<file path="src/rtl/pwrbtn_pkg.sv">
// Package: shared state encoding for the power button controller.
// Assumes: the state code is exported as-is on the top-level pwr_state port.
package pwrbtn_pkg;
    typedef enum logic [1:0] {
        PB_OFF  = 2'b00,
        PB_ON   = 2'b01,
        PB_SUSP = 2'b10
    } pb_state_e;
endpackage

</file>
<file path="src/rtl/pwrbtn_sync.sv">
// Module: synchronises the asynchronous active-low button and produces
// press (falling) and release (rising) pulses, plus the pressed level.
// Assumes: the button idles high; every flop resets to the released level.
module pwrbtn_sync #(
    parameter int unsigned STAGES = 2
) (
    input  logic clk,
    input  logic rst_n,
    input  logic btn_n,
    output logic pressed,
    output logic btn_fall,
    output logic btn_rise
);
    logic [STAGES-1:0] chain_q;
    logic              prev_q;

    // Shift the raw button level through the synchroniser chain.
    always_ff @(posedge clk) begin
        if (!rst_n) begin
            chain_q <= '1;
            prev_q  <= 1'b1;
        end else begin
            chain_q <= {chain_q[STAGES-2:0], btn_n};
            prev_q  <= chain_q[STAGES-1];
        end
    end

    assign pressed  = ~chain_q[STAGES-1];
    assign btn_fall = prev_q & ~chain_q[STAGES-1];
    assign btn_rise = ~prev_q & chain_q[STAGES-1];

    // a press pulse never lasts two cycles.
    a_r2_fall_single: assert property (@(posedge clk) disable iff (!rst_n)
        btn_fall |=> !btn_fall);
endmodule

</file>
<file path="src/rtl/pwrbtn_interval.sv">
// Module: interval counter that counts cycles while run is high and
// flags expiry once LIMIT cycles have been counted; restart zeroes it.
// Assumes: LIMIT >= 1; the count saturates at LIMIT.
module pwrbtn_interval #(
    parameter int unsigned LIMIT = 16
) (
    input  logic clk,
    input  logic rst_n,
    input  logic run,
    input  logic restart,
    output logic expired
);
    localparam int unsigned W = $clog2(LIMIT + 1);

    logic [W-1:0] cnt_q;

    assign expired = (cnt_q == W'(LIMIT));

    // Advance the count while running, hold at the limit, zero on restart.
    always_ff @(posedge clk) begin
        if (!rst_n) begin
            cnt_q <= '0;
        end else if (restart) begin
            cnt_q <= '0;
        end else if (run && !expired) begin
            cnt_q <= cnt_q + 1'b1;
        end
    end

    // expiry is only ever reached after a cycle in which the counter ran.
    a_r6_expiry_after_run: assert property (@(posedge clk) disable iff (!rst_n)
        $rose(expired) |-> $past(run));
endmodule

</file>
<file path="src/rtl/pwrbtn_fsm.sv">
// Module: power state machine. Decides on, off and suspend from button
// edges, the interval expiries and the software strobes.
// Assumes: press and release pulses never coincide. Priority, highest
// first: software off, hold expiry, guard expiry, then button and
// acknowledge events.
module pwrbtn_fsm
    import pwrbtn_pkg::*;
(
    input  logic      clk,
    input  logic      rst_n,
    input  logic      btn_fall,
    input  logic      btn_rise,
    input  logic      pm_mode_en,
    input  logic      sw_off_req,
    input  logic      sts_clr,
    input  logic      hold_exp,
    input  logic      guard_exp,
    output pb_state_e state,
    output logic      status,
    output logic      src,
    output logic      irq_pulse,
    output logic      hold_owned
);
    pb_state_e st_q, st_d;
    logic status_q, status_d, src_q, src_d, irq_q, irq_d;
    logic own_q, own_d, insusp_q, insusp_d;

    // Compute the next state and the status bits from this cycle's events.
    always_comb begin
        st_d     = st_q;
        status_d = status_q;
        src_d    = src_q;
        own_d    = own_q;
        insusp_d = insusp_q;
        irq_d    = 1'b0;
        if (btn_rise) begin
            own_d    = 1'b0;
            insusp_d = 1'b0;
        end
        if (st_q == PB_OFF) begin
            if (btn_fall) st_d = PB_ON;
            own_d    = 1'b0;
            insusp_d = 1'b0;
        end else if (sw_off_req || (own_q && hold_exp) ||
                     (st_q == PB_ON && status_q && guard_exp)) begin
            st_d     = PB_OFF;
            status_d = 1'b0;
            src_d    = 1'b0;
            own_d    = 1'b0;
            insusp_d = 1'b0;
        end else begin
            case (st_q)
                PB_ON: begin
                    if (btn_fall) begin
                        if (!pm_mode_en) begin
                            st_d = PB_OFF;
                        end else begin
                            status_d = 1'b1;
                            src_d    = 1'b1;
                            irq_d    = 1'b1;
                            own_d    = 1'b1;
                            insusp_d = 1'b0;
                        end
                    end else if (sts_clr) begin
                        status_d = 1'b0;
                        src_d    = 1'b0;
                        if (status_q) st_d = PB_SUSP;
                    end
                end
                PB_SUSP: begin
                    if (btn_fall) begin
                        own_d    = 1'b1;
                        insusp_d = 1'b1;
                    end else if (btn_rise && insusp_q) begin
                        st_d = PB_ON;
                    end
                end
                default: st_d = PB_OFF;
            endcase
        end
    end

    // Register the state, the status bits and the interrupt pulse.
    always_ff @(posedge clk) begin
        if (!rst_n) begin
            st_q     <= PB_OFF;
            status_q <= 1'b0;
            src_q    <= 1'b0;
            irq_q    <= 1'b0;
            own_q    <= 1'b0;
            insusp_q <= 1'b0;
        end else begin
            st_q     <= st_d;
            status_q <= status_d;
            src_q    <= src_d;
            irq_q    <= irq_d;
            own_q    <= own_d;
            insusp_q <= insusp_d;
        end
    end

    assign state      = st_q;
    assign status     = status_q;
    assign src        = src_q;
    assign irq_pulse  = irq_q;
    assign hold_owned = own_q;

    // a press while off powers the system on.
    a_r2_off_press_on: assert property (@(posedge clk) disable iff (!rst_n)
        (st_q == PB_OFF && btn_fall) |=> (st_q == PB_ON));
    // without the mode, a press while on powers off.
    a_r3_plain_press_off: assert property (@(posedge clk) disable iff (!rst_n)
        (st_q == PB_ON && !pm_mode_en && btn_fall) |=> (st_q == PB_OFF));
    // with the mode, a press while on reports to software and stays on.
    a_r4_press_reports: assert property (@(posedge clk) disable iff (!rst_n)
        (st_q == PB_ON && pm_mode_en && btn_fall && !sw_off_req &&
         !(status_q && guard_exp) && !(own_q && hold_exp))
        |=> (st_q == PB_ON && status_q && src_q && irq_q));
    // a software off request ends in off from any state.
    a_r10_sw_off: assert property (@(posedge clk) disable iff (!rst_n)
        sw_off_req |=> (st_q == PB_OFF));
    // the interrupt is a single-cycle pulse.
    a_r4_irq_single: assert property (@(posedge clk) disable iff (!rst_n)
        irq_q |=> !irq_q);
endmodule

</file>
<file path="src/rtl/pwrbtn_ctrl.sv">
// Module: top of the power button controller. Connects the synchroniser,
// the hold and guard interval counters and the state machine.
// Assumes: one interval (TIMEOUT_CYC) serves both the acknowledge
// deadline and the long-hold limit.
module pwrbtn_ctrl
    import pwrbtn_pkg::*;
#(
    parameter int unsigned CLK_HZ      = 250_000_000,
    parameter int unsigned TIMEOUT_SEC = 4,
    parameter int unsigned TIMEOUT_CYC = CLK_HZ * TIMEOUT_SEC,
    parameter int unsigned SYNC_STAGES = 2
) (
    input  logic       clk,
    input  logic       rst_n,
    input  logic       btn_n,
    input  logic       pm_mode_en,
    input  logic       sw_off_req,
    input  logic       sts_clr,
    output logic       supply_on,
    output logic       mgmt_irq,
    output logic       btn_status,
    output logic       irq_src,
    output logic [1:0] pwr_state
);
    logic      pressed, btn_fall, btn_rise;
    logic      hold_exp, guard_exp, hold_owned;
    pb_state_e state;

    pwrbtn_sync #(.STAGES(SYNC_STAGES)) u_sync (
        .clk      (clk),
        .rst_n    (rst_n),
        .btn_n    (btn_n),
        .pressed  (pressed),
        .btn_fall (btn_fall),
        .btn_rise (btn_rise)
    );

    pwrbtn_interval #(.LIMIT(TIMEOUT_CYC)) u_hold (
        .clk     (clk),
        .rst_n   (rst_n),
        .run     (hold_owned && pressed),
        .restart (btn_fall),
        .expired (hold_exp)
    );

    pwrbtn_interval #(.LIMIT(TIMEOUT_CYC)) u_guard (
        .clk     (clk),
        .rst_n   (rst_n),
        .run     (btn_status && state == PB_ON),
        .restart (!btn_status),
        .expired (guard_exp)
    );

    pwrbtn_fsm u_fsm (
        .clk        (clk),
        .rst_n      (rst_n),
        .btn_fall   (btn_fall),
        .btn_rise   (btn_rise),
        .pm_mode_en (pm_mode_en),
        .sw_off_req (sw_off_req),
        .sts_clr    (sts_clr),
        .hold_exp   (hold_exp),
        .guard_exp  (guard_exp),
        .state      (state),
        .status     (btn_status),
        .src        (irq_src),
        .irq_pulse  (mgmt_irq),
        .hold_owned (hold_owned)
    );

    assign supply_on = (state != PB_OFF);
    assign pwr_state = state;

    // the supply is enabled exactly in on and suspend.
    a_r12_supply_state: assert property (@(posedge clk) disable iff (!rst_n)
        supply_on == (pwr_state == 2'b01 || pwr_state == 2'b10));
endmodule

</file>
<file path="config.mk">
export PLATFORM = sky130hd
export DESIGN_NAME = pwrbtn_ctrl
export DESIGN_NICKNAME = d
export VERILOG_FILES = /design/src/rtl/pwrbtn_pkg.sv /design/src/rtl/pwrbtn_sync.sv /design/src/rtl/pwrbtn_interval.sv /design/src/rtl/pwrbtn_fsm.sv /design/src/rtl/pwrbtn_ctrl.sv
export SDC_FILE = /design/constraint.sdc
export NUM_CORES = 1
export LEC_CHECK = 0
export BUFFER_PORTS_ARGS = -buffer_cell sky130_fd_sc_hd__clkbuf_2
export CAP_MARGIN = 10
export CORE_MARGIN = 2
export CORE_UTILIZATION = 50
export CTS_CLUSTER_DIAMETER = 150
export DETAILED_ROUTE_END_ITERATION = 8
export GPL_TIMING_DRIVEN = 0
export PLACE_DENSITY = 0.67
export SLEW_MARGIN = 20
export SYNTH_ARGS = -nofsm -noshare
export SYNTH_HDL_FRONTEND = slang
export SYNTH_HIERARCHICAL = 1
export SYNTH_SLANG_ARGS = --single-unit
</file>
<file path="constraint.sdc">
create_clock -name clk -period 2.7 [get_ports clk]
set_input_delay 0.675 -clock clk [delete_from_list [all_inputs] [get_ports clk]]
set_output_delay 0.675 -clock clk [all_outputs]
set_load 0.005 [all_outputs]
</file>
==> results_dict.tcl, run 1 <==
set metrics [dict create \
    r2r_slack_ps 110 \
    drv_cap 0 \
    fin_nets 467 \
    dpl.hpwl_um 5700 \
    diodes 0 \
    worstPathArrival_ps 2820 \
    clock.fmax_mhz 386 \
    cp-end-kind "flip-flop" \
    p_leak_uw 0.00139 \
    cts_buffers 9 \
    insertion_delay_ps 330 \
    gp_congestion 0.811 \
    min_from "u_sync/chain_q[0]$_SDFF_PN1_" \
    fin_util_pct 57.0 \
    synth_top_area_share_pct 36.7 \
    via_per_inst 5.70 \
    hold_path.class "reg -> reg" \
    slowest_stage "or4_4" \
    finalInstanceArea_um2 4160 \
    syn_avg_cell_area_um2 8.70 \
    yosysMostFrequentCell "dfxtp_1" \
    postCtsResizedCells 0 \
    path_cells "or4b_1 -> or4_4 -> buf_6 -> nor2_1 -> a21oi_2 -> nand2_1 -> nor2_2 -> o41ai_2" \
    cp.required_ps 2930 \
    grt_pass1_vias 2940 \
    period_needed_ps 2590 \
    post-route-period-util_pct 95.9 \
    crit_path_max_incr_delay_ps 590 \
    hold_depth 1 \
    worst-path-buf-inv 1 \
    critPathTopFamily "simple AND/OR/NAND/NOR gates" \
    max_slew_margin_pct 38.9 \
    syn2layout_area_growth_pct 10.4 \
    grt_pass1_wl_um 13700 \
    drv_slew 0 \
    start_kind "flip-flop" \
    drcViolationCount 0 \
    cts-root-buf "clkbuf_8" \
    routed_wl_um 7980 \
    reg2reg_depth 8 \
    vias 3183 \
    crit_type "reg -> reg" \
    synth_largest_area_cell "dfxtp_1" \
    status "finished, final reports clean" \
    r2r-start "u_hold/cnt_q[2]$_SDFFE_PP0P_" \
    worstMarginPinSlew_ps 909 \
    setup_viol 0 \
    cts_tree "built" \
    initial_core_util_pct 51.6 \
    die_area_um2 8240 \
    ys_warn_count 6 \
    crit_fanout 10 \
    design.core.area_um2 7290 \
    hold_violations 0 \
    ys_ff_latch 69 \
    yosys-top-cells-count "dfxtp_1 (69), nor2_1 (45), nand2_1 (30)" \
    cts_hold_buf 0 \
    syn-cell-area_um2 3770 \
    synth_edf_count 0 \
    syn_inst 433 \
    die_y_um 90.8 \
    clockBufferDepth 2 \
    holdPathEnd "u_sync/chain_q[1]$_SDFF_PN1_" \
    initialDrtViolationCount 160 \
    yosys-top-cells-area "dfxtp_1 (37%), xor2_1 (6.0%), nor2_1 (4.5%)" \
    firstDrtPassIters 4 \
    drive_gt1_share_pct 15.0 \
    grt-ovfl-total 0 \
    die_width_um 90.8 \
    ios 12 \
    clk_pin_slew_ps 70 \
    post_cts_buffers 0 \
    core.rowCount 31 \
    ir_worst_vdd_v 0.000300 \
    rsz0062_at_grt "false" \
    place_area_um2 3950 \
    wl_per_cell_um 14.3 \
    antenna_found_initial 0 \
    synth-seq-area-share_pct 36.7 \
    setup_tns_ps 0 \
    synth_flop_cell "dfxtp_1" \
    powerDensity_nw_per_um2 483 \
    synth.distinct_cells 70 \
    portBuffers 11 \
    syn_nets 446 \
    drtAntennaViolNets 0 \
    grt_max_degree 13 \
    ys_async_sr_fraction_pct 0 \
    htree_levels 3 \
    grt_usage_pct 20.2 \
    reg2reg_to "u_fsm/state[1]$_SDFFE_PN0P_" \
    skew_ps 11.9 \
    cts_num_sinks 69 \
]
through the flow:
stage / std cells / hold slack, ps / power [µW] / setup slack (ps)
finish: 558 / 413 / 2010 / 111
global route: 558 / 429 / 2110 / 5.36
CTS: 559 / 418 / 2030 / 115
detailed placement: 543 / 396 / 1160 / 157
global placement: 543 / 391 / 1160 / 187
floorplan: 433 / 386 / 1130 / 351
worst max-delay path by stage:
| stage | start | endpoint | slack [ps] | depth (start not counted) |
|---|---|---|---|---|
| 2_1_floorplan | u_hold/cnt_q[2]$_SDFFE_PP0P_ | u_fsm/state[1]$_SDFFE_PN0P_ | 350 | 7 |
| 4_1_cts | u_hold/cnt_q[2]$_SDFFE_PP0P_ | u_fsm/state[1]$_SDFFE_PN0P_ | 110 | 8 |
| 3_5_place_dp | u_hold/cnt_q[2]$_SDFFE_PP0P_ | u_fsm/state[1]$_SDFFE_PN0P_ | 160 | 8 |
| 5_1_grt | u_hold/cnt_q[2]$_SDFFE_PP0P_ | u_fsm/state[1]$_SDFFE_PN0P_ | 5 | 8 |
| 3_3_place_gp | u_hold/cnt_q[2]$_SDFFE_PP0P_ | u_fsm/state[1]$_SDFFE_PN0P_ | 190 | 8 |
| 6_report | u_hold/cnt_q[2]$_SDFFE_PP0P_ | u_fsm/state[1]$_SDFFE_PN0P_ | 110 | 8 |
cells in the final DEF (no fill, tap or decap), types with 5 or more instances in the layout:
cell type / instances
a21oi_1: 19
and3_1: 7
clkbuf_1: 12
clkbuf_2: 11
clkbuf_8: 11
dfxtp_1: 69
ha_1: 7
inv_1: 15
mux2i_1: 5
nand2_1: 30
nand2b_1: 12
nand3_1: 26
nand4_1: 20
nor2_1: 45
nor3_1: 5
nor4_1: 7
o211ai_2: 6
o21ai_0: 12
o31ai_1: 5
or3_1: 10
or4_1: 7
xnor2_1: 10
xor2_1: 26
cells by family (layout without fill, tap and decap cells):
family | Yosys count | count (layout) | share of synthesized area, %
adders and majority gates | 7 | 7 | 2.33
DFF | 69 | 69 | 36.7
and+or+nand+nor | 209 | 209 | 32.0
muxes | 5 | 5 | 1.33
xor gates and xnor gates | 36 | 36 | 8.37
AOI/OAI and AO/OA | 72 | 72 | 15.1
buffers and inverters | 35 | 61 | 4.12
power by group:
group / internal (µW) / switching (µW)
Combinational: 44.2 / 64.9
Sequential: 1020 / 8.84
Clock: 479 / 391
Total: 1550 / 465
cell type report:
type	count	area [µm²]
Sequential cell	69	1380
Clock inverter	5	57.6
Fill cell	707	3130
Multi-Input combinational cell	329	2240
Inverter	15	56.3
Buffer	19	95.1
Timing Repair Buffer	11	55.1
Clock buffer	11	151
Tap cell	99	124
registers in the layout (all words and copies together), names as in the netlist:
name and flops:
u_sync/prev_q 1, u_hold/cnt_q 30, u_fsm/hold_owned 1, u_fsm/src 1, u_guard/cnt_q 30, u_sync/chain_q 2, u_fsm/irq_pulse 1, u_fsm/insusp_q 1
u_fsm/state 2
per-layer routing:
layer	wire length, µm	global-route usage (%)	up-vias
li1	-	-	1618
met1	4070	29.5	1501
met2	3530	30.3	58
met3	318	3.01	6
met4	69	7.07	0
met5	0	0	-
Note: power is estimated with default switching activity, not from simulation.
==> run 2, diff against run 1 <==
--- a/config.mk
+++ b/config.mk
@@ -12,9 +12,7 @@
 export CTS_CLUSTER_DIAMETER = 150
 export DETAILED_ROUTE_END_ITERATION = 8
 export GPL_TIMING_DRIVEN = 0
-export PLACE_DENSITY = 0.67
-export SLEW_MARGIN = 20
+export PLACE_DENSITY = 0.68
 export SYNTH_ARGS = -nofsm -noshare
 export SYNTH_HDL_FRONTEND = slang
-export SYNTH_HIERARCHICAL = 1
 export SYNTH_SLANG_ARGS = --single-unit
==> run 2 against run 1 <==
  * Sequential share of layout area up 3.7 points
  * Design area down 10%
  * Clock power down 16%
  * Critical path depth up 1
  * Critical endpoint is now u_guard.cnt_q[27]$_SDFFE_PN0P_
==> results_dict.tcl, run 2 <==
set metrics [dict create \
    worstMarginPinSlew_ps 627 \
    clock.fmax_mhz 407 \
    clk_pin_slew_ps 70 \
    syn_avg_cell_area_um2 8.38 \
    ios 12 \
    vias 2927 \
    setup_tns_ps 0 \
    ys_async_sr_fraction_pct 0 \
    crit_start "u_fsm.state[1]$_SDFFE_PN0P_" \
    grt_max_degree 11 \
    status "finished, final reports clean" \
    synth_largest_area_cell "dfxtp_1" \
    yosysMostFrequentCell "dfxtp_1" \
    dpl.hpwl_um 4990 \
    grt_pass1_vias 2614 \
    post-route-period-util_pct 91.0 \
    min_from "u_sync.chain_q[0]$_SDFF_PN1_" \
    cts-root-buf "clkbuf_8" \
    drtAntennaViolNets 0 \
    max_slew_margin_pct 57.9 \
    antenna_found_initial 0 \
    fin_nets 441 \
    grt_pass1_wl_um 12000 \
    powerDensity_nw_per_um2 511 \
    ys_ff_latch 69 \
    p_leak_uw 0.00129 \
    place_area_um2 3560 \
    setup_viol 0 \
    drv_cap 0 \
    reg.largest.list "u_guard.cnt_q x30, u_hold.cnt_q x30" \
    diodes 0 \
    grt_usage_pct 20.1 \
    hold_depth 1 \
    die_area_um2 7500 \
    initialDrtViolationCount 173 \
    grt-ovfl-total 0 \
    layout.cells.non_filler 511 \
    finalInstanceArea_um2 3740 \
    portBuffers 10 \
    worstPathArrival_ps 2700 \
    ys_warn_count 0 \
    syn_inst 407 \
    crit_fanout 8 \
    multi_input_area_um2 1940 \
    design.core.area_um2 6680 \
    routed_wl_um 6990 \
    htree_levels 3 \
    synth_top_area_share_pct 40.5 \
    final_cell_mix "dfxtp_1 (69), nor2_1 (65), nand2_1 (43)" \
    cp.required_ps 2940 \
    cts_num_sinks 69 \
    seq_area_um2 1380 \
    hold_violations 0 \
    drcViolationCount 0 \
    gp_congestion 0.856 \
    ir_worst_vdd_v 0.000202 \
    start_kind "flip-flop" \
    wl_per_cell_um 13.7 \
    cts_tree "built" \
    die_y_um 86.6 \
    fin_util_pct 56.0 \
    drv_slew 0 \
    r2r-start "u_fsm.state[1]$_SDFFE_PN0P_" \
    firstDrtPassIters 4 \
    via_per_inst 5.73 \
    crit_type "reg -> reg" \
    post_cts_buffers 0 \
    syn_nets 420 \
    synth-seq-area-share_pct 40.5 \
    fill_cells 633 \
    layout_commonest_cell "dfxtp_1" \
    clockBufferDepth 2 \
    synth.distinct_cells 51 \
    core.rowCount 30 \
    dpl.cell_count 497 \
    cp-end-kind "flip-flop" \
    die_width_um 86.6 \
    hold_path.class "reg -> reg" \
    synth_edf_count 0 \
    syn2layout_area_growth_pct 9.64 \
    yosys-top-cells-count "dfxtp_1 (69), nor2_1 (65), nand2_1 (43)" \
    cts_buffers 9 \
    power_uw 1910 \
    yosys-top-cells-area "dfxtp_1 (40%), xor2_1 (8.5%), nor2_1 (7.2%)" \
    insertion_delay_ps 340 \
    skew_ps 9.06 \
    reg2reg_depth 9 \
    syn-cell-area_um2 3410 \
    drive_gt1_share_pct 9.74 \
    synth_flop_cell "dfxtp_1" \
    rsz0062_at_grt "false" \
    period_needed_ps 2460 \
    initial_core_util_pct 51.1 \
]
==> run 2: metal layers <==
metal	routed length, µm	track usage [%]
met5	0	0
met1	3600	28.1
met4	131	8.38
met3	207	3.52
met2	3040	30.6
==> run 2: final timing paths <==
check	endpoint	slack [ps]
hold reg to reg	u_sync.chain_q[1]$_SDFF_PN1_	410
hold / removal	u_sync.chain_q[1]$_SDFF_PN1_	410
setup reg to reg	u_guard.cnt_q[27]$_SDFFE_PN0P_	240
setup / recovery	u_guard.cnt_q[27]$_SDFFE_PN0P_	240
==> run 2: layout make-up <==
type,count,area share (%)
plain buffers,13,1.44
clock buffers,12,4.15
clock inverters,2,0.268
inverters,13,1.30
multi-input cells,312,51.9
flip-flops and latches,69,36.9
well taps,80,2.68
repair buffers,10,1.34
==> run 2: stage by stage <==
stage	setup WS (ps)	hold WS, ps
2_1_floorplan	520	386
3_3_place_gp	92.1	388
3_5_place_dp	107	392
4_1_cts	96.3	410
5_1_grt	95.1	449
6_report	244	407
==> run 2: cell families (layout without fill, tap and decap cells) <==
logic type / after synthesis / after routing / synth area share [%]
simple gates: 212 / 212 / 32.2
flops: 69 / 69 / 40.5
compound gates: 46 / 46 / 9.53
xor+xnor: 43 / 43 / 11.0
buf+inv: 26 / 50 / 3.01
fa+ha+maj: 7 / 7 / 2.57
mux: 4 / 4 / 1.21
==> run 2: repair_timing <==
action	in CTS	in global routing
gates resized for setup	0	2
endpoints found under the setup margin	0	5
hold buffers	0	0
==> run 2: critical path, cell delays in order (launching register included) <==
cell	delay, ps
dfxtp_1	350
inv_1	120
ha_1	150
clkbuf_1	300
nand3_1	210
nor4_4	540
and3_1	220
buf_2	170
a21oi_1	90
a31o_2	210
==> run 2: report_power, final <==
part / internal (µW) / total, µW / switching [µW]
clock network: 371 / 735 / 364
registers: 1020 / 1030 / 9.56
logic: 48.4 / 141 / 92.6
total: 1440 / 1910 / 466
==> run 3, diff against run 2 <==
--- a/config.mk
+++ b/config.mk
@@ -5,14 +5,15 @@
 export SDC_FILE = /design/constraint.sdc
 export NUM_CORES = 1
 export LEC_CHECK = 0
-export BUFFER_PORTS_ARGS = -buffer_cell sky130_fd_sc_hd__clkbuf_2
+export BUFFER_PORTS_ARGS = -buffer_cell sky130_fd_sc_hd__buf_4
 export CAP_MARGIN = 10
 export CORE_MARGIN = 2
 export CORE_UTILIZATION = 50
 export CTS_CLUSTER_DIAMETER = 150
 export DETAILED_ROUTE_END_ITERATION = 8
 export GPL_TIMING_DRIVEN = 0
-export PLACE_DENSITY = 0.68
+export PLACE_DENSITY = 0.67
 export SYNTH_ARGS = -nofsm -noshare
 export SYNTH_HDL_FRONTEND = slang
+export SYNTH_HIERARCHICAL = 1
 export SYNTH_SLANG_ARGS = --single-unit
==> constraint.sdc (replaced) <==
create_clock -name clk -period 2.7 [get_ports clk]
set_input_delay 0.54 -clock clk [delete_from_list [all_inputs] [get_ports clk]]
set_output_delay 0.54 -clock clk [all_outputs]
set_load 0.005 [all_outputs]
==> run 3 against run 2 <==
  * Global-route usage rose by 0.32 points
  * Non-clock buffer count up 7
  * Worst setup slack lost 75 ps
  * Die area rose by 9.9%
  * Sequential power about the same
  * Register-to-register slack got worse by 70 ps
  * Sequential share of layout area shrank 4.0 points
  * Design area is 12% higher
  * Clock power rose by 29%
  * Fmax down 3.0%
  * Worst hold slack got worse by 38 ps
  * Critical path type unchanged
  * Highest routed layer unchanged
==> results_dict.tcl, run 3 (synthesis gave the netlist of run 1 again) <==
set metrics [dict create \
    crit_type "reg -> reg" \
    hold_path.class "in -> reg" \
    powerDensity_nw_per_um2 499 \
    setup_viol 0 \
    cts_num_sinks 69 \
    design.core.area_um2 7290 \
    finalInstanceArea_um2 4200 \
    drcViolationCount 0 \
    cts_hold_buf 0 \
    crit_fanout 10 \
    fin_nets 467 \
    status "finished, final reports clean" \
    hold_depth 2 \
    postCtsResizedCells 0 \
    final_cell_mix "dfxtp_1 (69), nor2_1 (45), nand2_1 (29)" \
    p_switching_uw 478 \
    max_slew_margin_pct 38.4 \
    clock.fmax_mhz 395 \
    clk_pin_slew_ps 80 \
    reg2reg_depth 8 \
    htree_levels 3 \
    grt_usage_pct 20.4 \
    cp.required_ps 3000 \
    p_comb_share_pct 5.5 \
    initial_core_util_pct 51.6 \
    clkPwrFrac_pct 45.3 \
    start_kind "flip-flop" \
    drv_cap 0 \
    gp_congestion 0.814 \
    via_per_inst 5.75 \
    p_int_uw 1620 \
    grt_pass1_vias 2972 \
    syn2layout_area_growth_pct 11.5 \
    clockBufferDepth 2 \
    wl_per_cell_um 14.4 \
    min_from "btn_n" \
    routed_wl_um 8040 \
    seqPwrFrac_pct 49.2 \
    worstMarginPinSlew_ps 916 \
    skew_ps 8.17 \
    drive_gt1_share_pct 15.3 \
    post_cts_buffers 0 \
    diodes 0 \
    p_leak_uw 0.00140 \
    drtAntennaViolNets 0 \
    initialDrtViolationCount 158 \
    post-route-period-util_pct 93.7 \
    reg.largest.list "u_guard/cnt_q x30, u_hold/cnt_q x30" \
    r2r_slack_ps 170 \
    rsz0062_at_grt "false" \
    insertion_delay_ps 350 \
    cts-root-buf "clkbuf_8" \
    cts_tree "built" \
    place_area_um2 3970 \
    die_y_um 90.8 \
    r2r-start "u_hold/cnt_q[2]$_SDFFE_PP0P_" \
    ir_worst_vdd_v 0.000245 \
    dpl.hpwl_um 5700 \
    die_width_um 90.8 \
    reg2reg_to "u_fsm/state[0]$_SDFFE_PN0P_" \
    hold_violations 0 \
    antenna_found_initial 0 \
    drv_slew 0 \
    period_needed_ps 2530 \
    holdPathEnd "u_sync/chain_q[0]$_SDFF_PN1_" \
    ios 12 \
    grt-ovfl-total 0 \
    core.rowCount 31 \
    cts_buffers 9 \
    grt_max_degree 13 \
    portBuffers 11 \
    firstDrtPassIters 4 \
    layout_commonest_cell "dfxtp_1" \
    switching_share_pct 22.8 \
    grt_pass1_wl_um 13800 \
    vias 3206 \
    setup_tns_ps 0 \
    die_area_um2 8240 \
    cp-end-kind "flip-flop" \
    worstPathArrival_ps 2830 \
]
-- run 3: changes by cell type in the layout (fill, tap and decap cells not counted), moves of 8 or more --
cell,change
nand2_1,-14
a21oi_1,+8
clkbuf_2,-10
o211ai_1,-9
nor2_1,-20
buf_4,+11
-- run 3: power by group through the flow --
stage                     Sequential (µW)  Combinational (µW)  Clock [µW]
after floorplan                      1050                76.6           0
after global placement               1050                 113           0
after detailed placement             1050                 116           0
after CTS                            1030                 116         971
after global routing                 1030                 131        1010
final                                1030                 115         948
-- run 3: area by class of cell --
type | count | area, µm²
Buffer | 19 | 97.6
Clock inverter | 6 | 86.3
Fill cell | 696 | 3090
Sequential cell | 69 | 1380
Tap cell | 99 | 124
Timing Repair Buffer | 11 | 82.6
Clock buffer | 10 | 138
Multi-Input combinational cell | 329 | 2230
Inverter | 15 | 56.3
-- run 3: metal layers --
layer / GRT usage, % / wire [µm] / share of wire (%)
met4: 6.06 / 59 / 0.73
met2: 32.8 / 3660 / 46
met1: 26.9 / 4060 / 50
met3: 5.34 / 261 / 3.2
met5: 0 / 0 / 0
-- run 3: per-stage QoR --
stage | instances | total power [µW] | util (%) | setup slack [ps] | hold WS (ps)
floorplan | 433 | 1130 | - | 351 | 386
global placement | 543 | 1170 | 54.5 | 185 | 393
detailed placement | 543 | 1170 | 54.5 | 172 | 403
CTS | 559 | 2120 | 57.5 | 158 | 359
global route | 558 | 2180 | 57.6 | 40.0 | 352
finish | 558 | 2090 | 57.6 | 169 | 370
-- run 3: worst max path at each step --
stage	endpoint	from	slack [ps]
after floorplan	u_fsm/state[1]$_SDFFE_PN0P_	u_hold/cnt_q[2]$_SDFFE_PP0P_	350
after global placement	u_fsm/state[1]$_SDFFE_PN0P_	u_hold/cnt_q[2]$_SDFFE_PP0P_	190
after detailed placement	u_fsm/state[1]$_SDFFE_PN0P_	u_hold/cnt_q[2]$_SDFFE_PP0P_	170
after CTS	u_guard/cnt_q[27]$_SDFFE_PP0P_	u_fsm/src$_SDFFE_PN0P_	160
after global routing	u_fsm/state[1]$_SDFFE_PN0P_	u_hold/cnt_q[2]$_SDFFE_PP0P_	40
final	u_fsm/state[0]$_SDFFE_PN0P_	u_hold/cnt_q[2]$_SDFFE_PP0P_	170
-- run 3: worst max-delay path: stages, from the launching register on --
cell and delay, ps:
dfxtp_1 350, or4b_1 520, or4_4 600, buf_6 180, nor2_1 140, a21oi_2 120
a31o_2 270, a2bb2oi_1 160, o211a_1 140
